**src/rtl/mwt_pkg.sv**
```systemverilog
package mwt_pkg;
    localparam int DATA_W  = 32;
    localparam int ADDR_W  = 4;
    localparam int N_CHAN  = 4;
    localparam int N_CAUSE = 4;

    typedef enum logic [ADDR_W-1:0] {
        A_MATCH0 = 4'd0,
        A_MATCH1 = 4'd1,
        A_MATCH2 = 4'd2,
        A_MATCH3 = 4'd3,
        A_COUNT  = 4'd4,
        A_STATUS = 4'd5,
        A_WDOG   = 4'd6,
        A_IRQEN  = 4'd7,
        A_SWRST  = 4'd8,
        A_CAUSE  = 4'd9
    } reg_addr_e;

    typedef enum logic {
        RQ_IDLE = 1'b0,
        RQ_HOLD = 1'b1
    } rq_state_e;

    localparam int CAUSE_HW    = 0;
    localparam int CAUSE_SW    = 1;
    localparam int CAUSE_WDOG  = 2;
    localparam int CAUSE_SLEEP = 3;
endpackage

```
**src/rtl/mwt_counter.sv**
```systemverilog
module mwt_counter #(
    parameter int W = 32
) (
    input  logic         clk,
    input  logic         rst_n,
    input  logic         ld,
    input  logic [W-1:0] ld_val,
    output logic [W-1:0] cnt
);
    always_ff @(posedge clk) begin
        if (!rst_n) begin
            cnt <= '0;
        end else if (ld) begin
            cnt <= ld_val;
        end else begin
            cnt <= cnt + W'(1);
        end
    end

    // with no load the value steps by exactly one (wrap included)
    a_r1_count_step: assert property (@(posedge clk) disable iff (!rst_n)
        !ld |=> (cnt == $past(cnt) + W'(1)));
endmodule

```
**src/rtl/mwt_match_chan.sv**
```systemverilog
module mwt_match_chan #(
    parameter int         W       = 32,
    parameter logic [W-1:0] RST_VAL = '1
) (
    input  logic         clk,
    input  logic         rst_n,
    input  logic [W-1:0] cnt,
    input  logic         wr_match,
    input  logic [W-1:0] wdata,
    input  logic         clr,
    output logic [W-1:0] match_val,
    output logic         hit,
    output logic         status
);
    always_comb hit = (cnt == match_val);

    always_ff @(posedge clk) begin
        if (!rst_n) begin
            match_val <= RST_VAL;
        end else if (wr_match) begin
            match_val <= wdata;
        end
    end

    // set wins over a same-cycle write-one clear
    always_ff @(posedge clk) begin
        if (!rst_n) begin
            status <= 1'b0;
        end else if (hit) begin
            status <= 1'b1;
        end else if (clr) begin
            status <= 1'b0;
        end
    end

    // equality sets the sticky bit on the next edge
    a_r2_hit_sets: assert property (@(posedge clk) disable iff (!rst_n)
        hit |=> status);
    // a clear without a competing hit drops the bit
    a_r3_clear_drops: assert property (@(posedge clk) disable iff (!rst_n)
        (clr && !hit) |=> !status);
endmodule

```
**src/rtl/mwt_reset_ctrl.sv**
```systemverilog
module mwt_reset_ctrl
    import mwt_pkg::*;
#(
    parameter int HOLD_CYCLES = 4
) (
    input  logic               clk,
    input  logic               por_n,
    input  logic               wdog_arm,
    input  logic               wdog_hit,
    input  logic               sw_req,
    input  logic               sleep_evt,
    input  logic [N_CAUSE-1:0] cause_clr,
    output logic               wdog_en,
    output logic [N_CAUSE-1:0] cause,
    output logic               rst_req
);
    localparam int HC_W = (HOLD_CYCLES > 1) ? $clog2(HOLD_CYCLES) : 1;
    localparam logic [HC_W-1:0] HC_LAST = HC_W'(HOLD_CYCLES - 1);

    rq_state_e         state;
    logic [HC_W-1:0]   hcnt;
    logic              wd_fire;
    logic              fire;
    logic [N_CAUSE-1:0] cause_set;

    always_comb begin
        wd_fire = wdog_en && wdog_hit;
        fire    = wd_fire || sw_req;
        cause_set = '0;
        cause_set[CAUSE_SW]    = sw_req;
        cause_set[CAUSE_WDOG]  = wd_fire;
        cause_set[CAUSE_SLEEP] = sleep_evt;
    end

    // set-only arming, cleared only by power-on
    always_ff @(posedge clk) begin
        if (!por_n) begin
            wdog_en <= 1'b0;
        end else if (wdog_arm) begin
            wdog_en <= 1'b1;
        end
    end

    always_ff @(posedge clk) begin
        if (!por_n) begin
            cause <= N_CAUSE'(1) << CAUSE_HW;
        end else begin
            cause <= (cause & ~cause_clr) | cause_set;
        end
    end

    // state register
    always_ff @(posedge clk) begin
        if (!por_n) begin
            state <= RQ_IDLE;
            hcnt  <= '0;
        end else begin
            unique case (state)
                RQ_IDLE: begin
                    if (fire) begin
                        state <= RQ_HOLD;
                        hcnt  <= '0;
                    end
                end
                RQ_HOLD: begin
                    if (hcnt == HC_LAST) begin
                        state <= RQ_IDLE;
                    end else begin
                        hcnt <= hcnt + HC_W'(1);
                    end
                end
            endcase
        end
    end

    // outputs
    always_comb begin
        unique case (state)
            RQ_IDLE: rst_req = 1'b0;
            RQ_HOLD: rst_req = 1'b1;
        endcase
    end

    // once armed, stays armed until power-on
    a_r5_arm_sticky: assert property (@(posedge clk) disable iff (!por_n)
        wdog_en |=> wdog_en);
    // an accepted trigger raises the request on the next edge
    a_r6_fire_starts: assert property (@(posedge clk) disable iff (!por_n)
        (state == RQ_IDLE && fire) |=> rst_req);
    // armed watchdog hit is recorded
    a_r6_wd_cause: assert property (@(posedge clk) disable iff (!por_n)
        wd_fire |=> cause[CAUSE_WDOG]);
    // software command is recorded
    a_r7_sw_cause: assert property (@(posedge clk) disable iff (!por_n)
        sw_req |=> cause[CAUSE_SW]);
endmodule

```
**src/rtl/match_wdt_timer.sv**
```systemverilog
module match_wdt_timer
    import mwt_pkg::*;
#(
    parameter int HOLD_CYCLES = 4,
    parameter int WD_CHAN     = N_CHAN - 1
) (
    input  logic              clk,
    input  logic              por_n,
    input  logic              sys_rst_n,
    input  logic              sleep_rst_evt,
    input  logic              bus_sel,
    input  logic              bus_wr,
    input  logic [ADDR_W-1:0] bus_addr,
    input  logic [DATA_W-1:0] bus_wdata,
    output logic [DATA_W-1:0] bus_rdata,
    output logic [N_CHAN-1:0] irq,
    output logic              rst_req
);
    localparam int CH_W = $clog2(N_CHAN);

    logic               rst_all_n;
    logic               we;
    logic [DATA_W-1:0]  cnt;
    logic [DATA_W-1:0]  match_val [N_CHAN];
    logic [N_CHAN-1:0]  hit;
    logic [N_CHAN-1:0]  status;
    logic [N_CHAN-1:0]  irq_en;
    logic [N_CHAN-1:0]  wr_match;
    logic [N_CHAN-1:0]  st_clr;
    logic               wdog_en;
    logic [N_CAUSE-1:0] cause;
    logic [N_CAUSE-1:0] cause_clr;
    logic               sw_req;
    logic               wdog_arm;

    always_comb begin
        rst_all_n = por_n && sys_rst_n;
        we        = bus_sel && bus_wr;
        st_clr    = (we && bus_addr == A_STATUS) ? bus_wdata[N_CHAN-1:0] : '0;
        cause_clr = (we && bus_addr == A_CAUSE) ? bus_wdata[N_CAUSE-1:0] : '0;
        sw_req    = we && (bus_addr == A_SWRST) && bus_wdata[0];
        wdog_arm  = we && (bus_addr == A_WDOG) && bus_wdata[0];
    end

    mwt_counter #(.W(DATA_W)) u_counter (
        .clk    (clk),
        .rst_n  (rst_all_n),
        .ld     (we && bus_addr == A_COUNT),
        .ld_val (bus_wdata),
        .cnt    (cnt)
    );

    for (genvar i = 0; i < N_CHAN; i++) begin : g_chan
        always_comb wr_match[i] = we && (bus_addr == ADDR_W'(i));

        mwt_match_chan #(.W(DATA_W), .RST_VAL('1)) u_chan (
            .clk       (clk),
            .rst_n     (rst_all_n),
            .cnt       (cnt),
            .wr_match  (wr_match[i]),
            .wdata     (bus_wdata),
            .clr       (st_clr[i]),
            .match_val (match_val[i]),
            .hit       (hit[i]),
            .status    (status[i])
        );
    end

    always_ff @(posedge clk) begin
        if (!rst_all_n) begin
            irq_en <= '0;
        end else if (we && bus_addr == A_IRQEN) begin
            irq_en <= bus_wdata[N_CHAN-1:0];
        end
    end

    always_comb irq = status & irq_en;

    mwt_reset_ctrl #(.HOLD_CYCLES(HOLD_CYCLES)) u_rstctl (
        .clk       (clk),
        .por_n     (por_n),
        .wdog_arm  (wdog_arm),
        .wdog_hit  (hit[WD_CHAN]),
        .sw_req    (sw_req),
        .sleep_evt (sleep_rst_evt),
        .cause_clr (cause_clr),
        .wdog_en   (wdog_en),
        .cause     (cause),
        .rst_req   (rst_req)
    );

    always_comb begin
        bus_rdata = '0;
        if (bus_addr < ADDR_W'(N_CHAN)) begin
            bus_rdata = match_val[bus_addr[CH_W-1:0]];
        end else begin
            case (bus_addr)
                A_COUNT:  bus_rdata = cnt;
                A_STATUS: bus_rdata = {{(DATA_W-N_CHAN){1'b0}}, status};
                A_WDOG:   bus_rdata = {{(DATA_W-1){1'b0}}, wdog_en};
                A_IRQEN:  bus_rdata = {{(DATA_W-N_CHAN){1'b0}}, irq_en};
                A_CAUSE:  bus_rdata = {{(DATA_W-N_CAUSE){1'b0}}, cause};
                default:  bus_rdata = '0;
            endcase
        end
    end

    // an interrupt line never rises unless its channel status is set
    a_r4_irq_needs_status: assert property (@(posedge clk) disable iff (!rst_all_n)
        $rose(irq[0]) |-> status[0]);
    // power-on leaves only the hardware cause bit
    a_r9_por_cause: assert property (@(posedge clk)
        !por_n |=> (cause == N_CAUSE'(1)));
    // system reset alone keeps the watchdog arming
    a_r10_keep_arm: assert property (@(posedge clk) disable iff (!por_n)
        (!sys_rst_n && wdog_en) |=> wdog_en);
endmodule

```
**config.mk**
```make
export PLATFORM = sky130hd
export DESIGN_NAME = match_wdt_timer
export DESIGN_NICKNAME = d
export VERILOG_FILES = /design/src/rtl/mwt_pkg.sv /design/src/rtl/mwt_counter.sv /design/src/rtl/mwt_match_chan.sv /design/src/rtl/mwt_reset_ctrl.sv /design/src/rtl/match_wdt_timer.sv
export SDC_FILE = /design/constraint.sdc
export NUM_CORES = 1
export LEC_CHECK = 0
export BUFFER_PORTS_ARGS = -buffer_cell sky130_fd_sc_hd__buf_4
export CORE_ASPECT_RATIO = 0.9
export CORE_UTILIZATION = 50
export DETAILED_ROUTE_END_ITERATION = 10
export PLACE_DENSITY_LB_ADDON = 0.15
export SLEW_MARGIN = 20
export SYNTH_ARGS = -nofsm -noshare
export SYNTH_HDL_FRONTEND = slang
export SYNTH_SLANG_ARGS = --single-unit
```
**constraint.sdc**
```tcl
create_clock -name clk -period 2.4 [get_ports clk]
set_clock_uncertainty 0.2 [all_clocks]
set_input_delay 0.24 -clock clk [delete_from_list [all_inputs] [get_ports clk]]
set_output_delay 0.24 -clock clk [all_outputs]
set_load 0.03 [all_outputs]
```
# --- Word level (Yosys, flattened, before mapping) ---
# Index checks and enable logic that the tools add are counted.
word_totals:
  regBits: 176
  inputBits: 42
  out_inout_bits: 37
  elab_cells: 85
op_classes:
  add_sub_neg: 2
  n_lt_le_gt_ge: 2
  n_eq_ne: 16
  mux: 23
  bitwise: 6
  reduce_logical: 22
ops:
  columns: ["operator", "count"]
  rows:
  - ["$pmux W32 S5", 1]
  - ["$eq A32 B32 Y1", 4]
  - ["$mux W32", 4]
  - ["$bmux W32 S2", 1]
  - ["$add A32 B1 Y32 const B", 1]
  - ["$eq A4 B3 Y1 const B", 4]
  - ["$logic_and A1 B1 Y1", 15]
  - ["$mux W1", 10]
  - ["$and A4 B4 Y4", 2]
  - ["$eq A4 B2 Y1 const B", 2]
  - ["$eq A4 B4 Y1 const B", 2]
  - ["$mux W4", 2]
  - ["$reduce_bool A2 Y1", 4]
  - ["$eq A4 B1 Y1 const B", 1]
  - ["$logic_not A4 Y1", 1]
  - ["$lt A4 B3 Y1 const B", 1]
  - ["$mux W2", 2]
  - ["$not A4 Y4", 1]
  - ["$or A4 B4 Y4", 1]
  - ["$pmux W1 S2", 2]
  - ["$pmux W2 S2", 1]
  - ["$ge A3 B3 Y1 const B", 1]
  - ["$not A2 Y3", 1]
  - ["$add A2 B1 Y2 const B", 1]
  - ["other kinds (6)", 6]

# --- Longest topological paths before layout ---
depth:
  depth_word: 6
  depth_mapped: 8
  mapped_depth_nobuf: 6

# --- Cells and area by module ---
# A second synthesis with hierarchy kept.
hier_totals:
  cells_unflattened: 1012
  hier_area_um2: 9800.6
modules_own_cells:
  columns: ["module", "instances", "cells_per_inst", "area_each_um2", "seq_area_each_um2"]
  rows:
  - ["mwt_match_chan", 4, 150, 1501.4, 660.6]
  - ["mwt_counter", 1, 227, 1874.3, 640.6]
  - ["match_wdt_timer", 1, 153, 1607.8, 80.1]
  - ["mwt_reset_ctrl", 1, 32, 312.8, 160.2]

# --- Worst setup path after synthesis ---
# OpenSTA, ideal clock, no wires.
synth_path:
  path_kind: "input port to output port"
  from: "in bus_addr[1]"
  to: "out bus_rdata[1]"
  arrival_ns: 1.578
  required_time_ns: 1.960
  path_slack_ns: 0.382
  stages: 5
  path_buffers: 2
  cell_sequence: "buf_2 -> buf_6 -> mux4_2 -> a222oi_1 -> inv_1"
synth_between:
  elab_chain_len: 5
  word_cells_on_any_way: 12
  classes_between: "order compare: 1; eq/ne: 5; mux: 5; bitwise: 1"
synth_rtl:
  columns: ["element", "line", "text"]
  rows:
  - ["start, declared", "match_wdt_timer.sv:13", "input logic [ADDR_W-1:0] bus_addr,"]
  - ["$not A2 Y3 (not written as such)", "match_wdt_timer.sv:95", "bus_rdata = match_val[bus_addr[CH_W-1:0]];"]
  - ["$bmux W32 S2", "match_wdt_timer.sv:95", null]
  - ["$mux W32 (not written as such) (2 in a row)", "match_wdt_timer.sv:95", null]
  - ["$mux W32 *", "match_wdt_timer.sv:94", "if (bus_addr < ADDR_W'(N_CHAN)) begin"]
  - ["end, declared", "match_wdt_timer.sv:15", "output logic [DATA_W-1:0] bus_rdata,"]
# Every way passes the cells marked *; elsewhere a longest branch is shown, timed or not. The select of a mux whose other input is x is not followed.

# --- Worst setup path in the final report ---
layout_path:
  from: "reg u_counter.cnt[1]"
  to: "reg u_rstctl.state"
layout_between:
  elab_chain_len: 5
layout_rtl:
  columns: ["element", "line", "text"]
  rows:
  - ["start, declared", "mwt_counter.sv:8", "output logic [W-1:0] cnt"]
  - ["start signal, assigned", "mwt_counter.sv:14", "cnt <= ld_val;"]
  - ["start signal, assigned", "mwt_counter.sv:16", "cnt <= cnt + W'(1);"]
  - ["$eq A32 B32 Y1", "mwt_match_chan.sv:15", "always_comb hit = (cnt == match_val);"]
  - ["$logic_and A1 B1 Y1", "mwt_reset_ctrl.sv:27", "wd_fire = wdog_en && wdog_hit;"]
  - ["$logic_or A1 B1 Y1", "mwt_reset_ctrl.sv:28", "fire = wd_fire || sw_req;"]
  - ["$mux W1", "mwt_reset_ctrl.sv:60", "if (fire) begin"]
  - ["$pmux W1 S2", "mwt_reset_ctrl.sv:58", "unique case (state)"]
  - ["end signal, assigned", "mwt_reset_ctrl.sv:55", "state <= RQ_IDLE;"]
  - ["end signal, assigned", "mwt_reset_ctrl.sv:61", "state <= RQ_HOLD;"]
  - ["end signal, assigned", "mwt_reset_ctrl.sv:67", "state <= RQ_IDLE;"]
  - ["end, declared", "mwt_reset_ctrl.sv:20", "rq_state_e state;"]
# No other way between the ends.
# A chain may end at the register's enable or synchronous reset.

==> parameters.txt <==
Parameter                              Value

Worst hold path
  Worst hold-check path type ... in2reg
  Number of cells on the worst hold path ... 3
  Endpoint with the worst hold slack ... g_chan[1].u_chan.match_val[27]
  Hold path startpoint ... sys_rst_n

Cells and area
  Final net count ... 1269
  Post-route standard cell area excluding fillers ... between 10000 and 15000 sq um
  Ant diodes ... 0
  Proportion of layout cells with a drive suffix above 1 ... 0.170
  Final non-filler cell total ... roughly 1500
  Core occupancy in the finished layout ... 0.616
  Fill cells ... ~1700
  Relative area change from synthesis to final layout ... 19.4%

Yosys
  Portion of the post-synthesis area used by sequential elements ... 0.367
  Synth cell types ... 48
  Number of instances in the synthesized netlist ... approximately 1100
  Mean area per synthesized cell ... 8.35 sq um
  Post-synthesis sequential element count ... ~180
  Yosys warning total ... 0
  Area of the mapped netlist ... between 9000 and 10000 sq um
  Net count after synthesis ... around 1200

Clock tree
  Post-cts sizing count ... 0
  Sink count of the clock tree ... between 150 and 200
  Post-CTS Repair Setup Buffers ... 0
  Number of buffers added by the clock tree synthesis step ... 17
  Level count of the clock H-tree ... 4
  Later-pin clock latency in the skew report ... around 0.44 ns
  # hold bufs at CTS ... 36
  Maximum clock insertion buffer count ... 2
  CTS root buffer ... clkbuf_16
  Clock Pin Slew Worst Setup and Hold Paths ... 0.07 ns
  TritonCTS clock tree ... yes

Setup path
  Reg2reg path depth ... 6
  Startpoint of the worst register-to-register path ... u_counter.cnt[1]
  Reg-to-reg setup timing slack ... around 0.098 ns
  Setup crit start kind ... register
  Worst Path Arrival ... 2.48 ns
  Sort of element at the end of the critical path ... register
  Required time of the critical path ... about 2.6 ns
  Worst-path maximum fanout ... 8
  R2R Path End ... u_rstctl.state
  Worst setup path class ... reg2reg

Global routing
  GR Overflow Total ... 0
  Antenna violations before repair ... 0
  Via count of the first global-routing pass ... ~8200
  All-layer global routing usage ... 0.332
  Largest net degree at the start of global routing ... 64
  Global-route wire length before repair ... around 50000 um

Timing
  Final-report max-slew violation count ... 0
  Hold violation total from the final report ... 0
  Final TNS setup ... 0 ns
  Slew @ Worst Pin ... 0.933 ns
  Final worst-path cycle share ... 0.959
  Relative max-transition margin ... 0.377
  Time the worst path needs with I/O delays and setup ... 2.30 ns
  RSZ-0062 raised after global routing ... no
  Fmax ... around 430 MHz
  Final setup fails ... 0

Placed design
  Last weighted congestion value of the routability-driven placer ... roughly 0.98
  Final HPWL from detailed placement ... about 22000 um
  Cell area reported after detailed placement ... roughly 10000 sq um
  Placed Cells incl. Taps ... approximately 1400
  Buffers added on ports ... between 70 and 80

Run
  Max cap viols ... 0

Routing
  Remaining DRCs ... 0
  Total length of routed wires ... 32200 um
  First-pass iteration count of the detailed router ... 6
  Total vias in the final route ... between 8000 and 9000
  Number of vias per cell ... 6.06
  Routed length per placed instance ... ~22 um
  1st-iter DRT viols ... 984
  Antenna-violating nets left ... 0

Die
  Number of ports placed on the die boundary ... 79
  Core Area ... 18600 sq um
  Die Y ... around 130 um
  Placement row count ... 47
  Die ar. ... ~20000 sq um
  Starting density of the core ... 0.516
  Die span in x ... ~150 um

Power and ir drop
  Power per cell area ... 572 nW/um^2
  IR drop worst, VDD ... approximately 0.00041 V
  Static leakage ... about 4.6 nW

Status
  Result of the run ... finished clean
## flip-flops by register name, summed over array words and instances (netlist names)
register                 flops
g_chan.u_chan.match_val    128
u_rstctl.cause               4
u_rstctl.state               1
g_chan.u_chan.status         4
u_counter.cnt               32
u_rstctl.wdog_en             1
irq_en                       4
u_rstctl.hcnt                2
## logic make-up (layout without fill, tap and decap cells)
family	Yosys count	in the layout	share of synthesized area
AOI/OAI and AO/OA	103	103	0.0724
xor gates and xnor gates	158	158	0.144
adders and majority gates	2	2	0.00261
buffers and inverters	112	202	0.0566
muxes	41	41	0.0860
DFF	176	176	0.367
and+or+nand+nor	556	556	0.271
## cells in the mapped netlist (all sizes together)
master     n  area [sq um]
nor3b      1          12.5
nor4       8          65.1
and4       6          52.6
a211oi    11          82.6
nand4     41           287
a222oi     1          10.0
a31oi      2          12.5
a21oi     22           110
a32oi      2          17.5
a22oi      5          37.5
dfxtp    176          3520
mux2i      7          70.1
nor2      32           123
nand4b     2          17.5
xor2      25           219
nand2    284          1070
nand3    148           746
o311a      1          10.0
or3        1          6.26
o21ai     25           125
and2       7          43.8
nor2b      8          50.1
a22o      28           245
mux2       1          11.3
clkbuf    47           176
nand2b     4          25.0
and4bb     1          12.5
xnor2    133          1160
a21boi     1          7.51
nor3       6          35.0
o22ai      2          12.5
buf       63           359
or2        1          6.26
and3       5          31.3
mux4      33           743
o2111ai    1          8.76
ha         2          25.0
inv        2          7.51
o21a       2          15.0
nor4b      1          15.0
## placed cells by master (no fill, tap or decap), types with 5 or more instances in the layout
master,count
a211oi_1,11
a21oi_1,22
a22o_1,28
a22oi_1,5
and2_1,6
and3_1,5
and4_1,6
buf_12,7
buf_4,125
clkbuf_16,17
dfxtp_1,176
dlygate4sd3_1,36
mux2i_1,7
mux4_2,33
nand2_1,284
nand3_1,147
nand4_1,39
nor2_1,29
nor2b_1,8
nor3_1,5
nor4_1,7
o21ai_0,25
xnor2_1,133
xor2_1,25
## critical path, cell delays in order (launching register included)
cell     delay, ns
dfxtp_1       0.31
buf_4         0.18
xnor2_1       0.26
nand4_1       0.17
nor4_1        0.56
and4_1        0.37
o311a_1       0.18
## per-layer routing
metal,global-route usage,share of wire
met3,0.0747,0.11
met4,0.128,0.032
met2,0.495,0.44
met5,0,0
met1,0.464,0.42
## metrics by stage
stage               hold slack, ns  power [mW]  setup slack, ns
finish                      0.0967        6.55           0.0980
global route                 0.121        6.69           0.0189
CTS                         0.0945        6.54           0.0927
detailed placement           0.264        3.56            0.117
global placement             0.256        3.56            0.134
floorplan                    0.164        3.32            0.382
## worst max path at each step
| stage | slack (ns) | end | start | cells after the start |
|---|---|---|---|---|
| 4_1_cts | 0.09 | bus_rdata[1] | g_chan[3].u_chan.match_val[1] | 4 |
| 6_report | 0.1 | u_rstctl.state | u_counter.cnt[1] | 6 |
| 2_1_floorplan | 0.38 | bus_rdata[1] | bus_addr[1] | 5 |
| 3_3_place_gp | 0.13 | u_rstctl.state | u_counter.cnt[1] | 6 |
| 5_1_grt | 0.02 | u_rstctl.cause[3] | bus_addr[0] | 8 |
| 3_5_place_dp | 0.12 | u_rstctl.hcnt[0] | u_counter.cnt[1] | 6 |
## power by group
group          switching [mW]  internal, mW
Sequential             0.0205          2.94
Clock                    1.23          1.76
Combinational           0.349         0.248
Total                    1.60          4.94
## final cells by class
cell class / count / area (sq um) / area share
tap: 245 / 307 / 0.0268
multi-input combinational: 860 / 5540 / 0.484
inverter: 2 / 7.51 / 0.000656
sequential: 176 / 3520 / 0.308
timing repair buffer: 168 / 1440 / 0.126
clock inverter: 11 / 151 / 0.0132
clock buffer: 21 / 480 / 0.0420
(Power assumes the default switching activity.)
